--- config.mk ---
export PLATFORM = sky130hd
export DESIGN_NAME = run_flag_fsm
export DESIGN_NICKNAME = d
export VERILOG_FILES = /design/src/rtl/run_flag_fsm.sv
export SDC_FILE = /design/constraint.sdc
export NUM_CORES = 1
export LEC_CHECK = 0
export BUFFER_PORTS_ARGS = -buffer_cell sky130_fd_sc_hd__clkbuf_2
export CAP_MARGIN = 10
export CORE_AREA = 2 2 39 41
export DETAILED_ROUTE_END_ITERATION = 8
export DIE_AREA = 0 0 41 43
export GPL_ROUTABILITY_DRIVEN = 0
export PLACE_DENSITY = 0.37
export RECOVER_POWER = 100
export SLEW_MARGIN = 40
export SYNTH_ARGS = -nofsm -noshare
export SYNTH_HDL_FRONTEND = slang
export SYNTH_SLANG_ARGS = --single-unit
--- constraint.sdc ---
create_clock -name clk -period 1.6 [get_ports clk]
set_input_delay 0.32 -clock clk [delete_from_list [all_inputs] [get_ports clk]]
set_output_delay 0.32 -clock clk [all_outputs]
set_load 0.03 [all_outputs]
--- src/rtl/run_flag_fsm.sv ---
module run_flag_fsm (
  input  logic       clk,
  input  logic       rst,
  input  logic       smp_en,
  input  logic       din,
  output logic       flag_o,
  output logic [2:0] state_o
);

  typedef enum logic [2:0] {
    S_START = 3'd0,
    S_Z1    = 3'd1,
    S_Z2    = 3'd2,
    S_Z3    = 3'd3,
    S_O1    = 3'd4,
    S_O2    = 3'd5
  } st_t;

  st_t st, st_nx;
  logic hit;

  always_comb begin
    st_nx = st;
    if (smp_en) begin
      unique case (st)
        S_START: st_nx = din ? S_O1 : S_Z1;
        S_Z1:    st_nx = din ? S_O1 : S_Z2;
        S_Z2:    st_nx = din ? S_O1 : S_Z3;
        S_Z3:    st_nx = din ? S_O1 : S_START;
        S_O1:    st_nx = din ? S_O2 : S_Z1;
        S_O2:    st_nx = din ? S_START : S_Z1;
        default: st_nx = S_START;
      endcase
    end
  end

  always_ff @(posedge clk) begin
    if (rst) st <= S_START;
    else     st <= st_nx;
  end

  assign hit     = smp_en && !rst && ((st == S_Z3 && !din) || (st == S_O2 && din));
  assign flag_o  = !hit;
  assign state_o = st;

endmodule


==> flow_summary.toml <==
[placement]
dp.cells = 43
portBuffers = 7
pre_cts_ws_ns = 0.06865

[clock_tree]
clk_latency_ns = 0.23
clk_pin_slew_ns = 0.04
cts_hold_buf = 0
cts_buffers = 3
cts-root-buf = "clkbuf_4"
htreeDepth = 1
cts_tree = "built"
clock-sinks = 3
clockBufferDepth = 2

[global_routing]
use_met2_pct = 5.625
grt_overflow = 0
grtUsageMet3_pct = 3.141
grt_max_degree = 9
grt_use_total_pct = 7.300
grt_most_used_layer = "met1"
antenna_found_initial = 0
grt_pass1_vias = 170
use_met1_pct = 10.79
grt_pass1_wl_um = 765

[critical_path]
cp_max_fo = 2
r2r_end = "state_o[1]$_SDFFE_PP0P_"
max_stage_delay_ns = 0.33
startpoint_type = "register"
cp-end-kind = "primary output"
cp.required_ns = 1.28
reg2reg_depth = 4
r2r_slack_ns = 0.33
cp_slowest_cell = "dfxtp_4"
r2r-start = "state_o[2]$_SDFFE_PP0P_"
setup.worst_path.class = "reg -> out"
path_cells = "and3b_2, a21oi_1, or3_4, buf_8"
arrival_ns = 1.29

[logic_synthesis]
synth_cells = 20
syn_area_um2 = 167.7
avgSynthCellArea_um2 = 8.383
ys_types = 14
synth_warnings = 0
synth_seq_cells = 3
synth_nets = 24
seq_area_frac_synth_pct = 35.82

[timing]
setup_viol = 1
fin_setup_tns_ns = -0.009152
max_freq_mhz = 621.4
relSlewSlack_pct = 75.76
timing.final.crit_share_pct = 100.6
whs_ns = 0.2997
fin_worst_skew_ns = 0.002910
tightest_slew_ns = 0.3652
period_needed_ns = 1.609
fin_ws_ns = -0.009152
rsz0062_at_grt = "true"
hold_violations = 0
drv_slew = 0

[pwr]
p_leak_uw = 0.0001063
vdd_drop_max_mv = 0.1232
p_per_area_mw_per_mm2 = 898.5
total_power_uw = 254.1

[finish]
final_cells = 49
num-fill-cells = 159
antenna_cells = 0
largest_reg_flops = 3
register_area_um2 = 67.56
drive_gt1_share_pct = 42.42
multi_input_area_um2 = 112.6
syn_to_final_growth_pct = 68.66
nNetsFinal = 38

[detailed_routing]
drc = 0
first_pass_iters = 4
via_count = 196
antenna_left = 0
drt-total-wl_um = 476
vias_per_cell = 4.000
wl_per_cell_um = 9.714
drt_iter0_drc = 4

[run]
cap_violations = 0

[die]
start_util_pct = 12.12
io_pins = 8
die_x_um = 41
rows = 14
core_area_mm2 = 0.001384
die_y_um = 43
die-area_mm2 = 0.001763

[run_status]
outcome = "finished with violations"
violations = "setup timing"

[min_path]
holdCritStartpoint = "rst"
min_to = "state_o[1]$_SDFFE_PP0P_"
hold_depth = 2
hold_path.class = "in -> reg"
[logic make-up after synthesis]
kind of cell / synth area share [%]
and+or+nand+nor: 38.81
AOI/OAI and AO/OA: 25.37
DFF: 35.82
[per-layer routing]
metal | wire [um] | vias up
li1 | - | 101
met1 | 236 | 88
met2 | 192 | 7
met3 | 47 | 0
met4 | 0 | 0
met5 | 0 | -
[final cells by class]
class / count / share of cell area [%]
Timing Repair Buffer: 9 / 19.91
Multi-Input combinational cell: 17 / 39.82
Tap cell: 16 / 7.080
Sequential cell: 3 / 23.89
Clock buffer: 4 / 9.292
[synth_stat cells (all sizes together)]
cell type | count | area [um^2]
a311oi | 1 | 8.760
nand3 | 1 | 5.000
nor2 | 2 | 7.510
or2b | 1 | 7.510
and3b | 1 | 10.01
nand2 | 2 | 7.510
nand3b | 1 | 7.510
a21bo | 1 | 10.01
o21ai | 1 | 5.000
or4 | 1 | 7.510
or3 | 2 | 12.51
a21oi | 3 | 18.77
dfxtp | 3 | 60.06
[repair_timing]
action,in CTS,in global routing
setup buffers,1,1
endpoints found under the hold margin,0,0
pin swaps,1,0
setup endpoints to repair,1,1
gates resized for setup,5,2
[power by group]
part	total (uW)	internal (uW)	switching (uW)
Clock	133	93.5	39.8
Combinational	37.8	14.9	22.9
Sequential	83.0	77.6	5.40
[worst max path at each step]
stage / cells past startpoint / slack (ns) / startpoint / to
floorplan: 3 / 0.07 / state_o[1]$_SDFFE_PP0P_ / flag_o
global placement: 5 / 0.09 / din / flag_o
detailed placement: 5 / 0.07 / din / flag_o
CTS: 4 / -0.04 / state_o[1]$_SDFFE_PP0P_ / flag_o
global route: 4 / -0.05 / state_o[1]$_SDFFE_PP0P_ / flag_o
finish: 4 / -0.009 / state_o[1]$_SDFFE_PP0P_ / flag_o
[stage by stage]
stage / instance area [um^2] / util, %
after floorplan: 168.9 / -
after global placement: 224.0 / 16.18
after detailed placement: 224.0 / 16.18
after CTS: 272.8 / 19.71
after global routing: 282.8 / 20.43
final: 282.8 / 20.43
[cell usage in the layout, fill, tap and decap left out]
cell type  n
clkbuf_1   4
clkbuf_4   3
clkbuf_2   3
nor2_1     2
a21oi_1    2
nand2_1    2
buf_4      2
dfxtp_4    2
and3b_2    1
or3_4      1
nand3b_1   1
or3_1      1
a311oi_1   1
o21ai_0    1
nand3_1    1
or2b_1     1
or4_1      1
a21bo_1    1
a21oi_2    1
buf_8      1
dfxtp_1    1
[critical path: cells and delay by family (launching register included)]
family,cells,cell delay [ns]
compound gates,1,0.04
buf+inv,1,0.14
simple gates,2,0.54
flops,1,0.33
(Power assumes the default switching activity.)
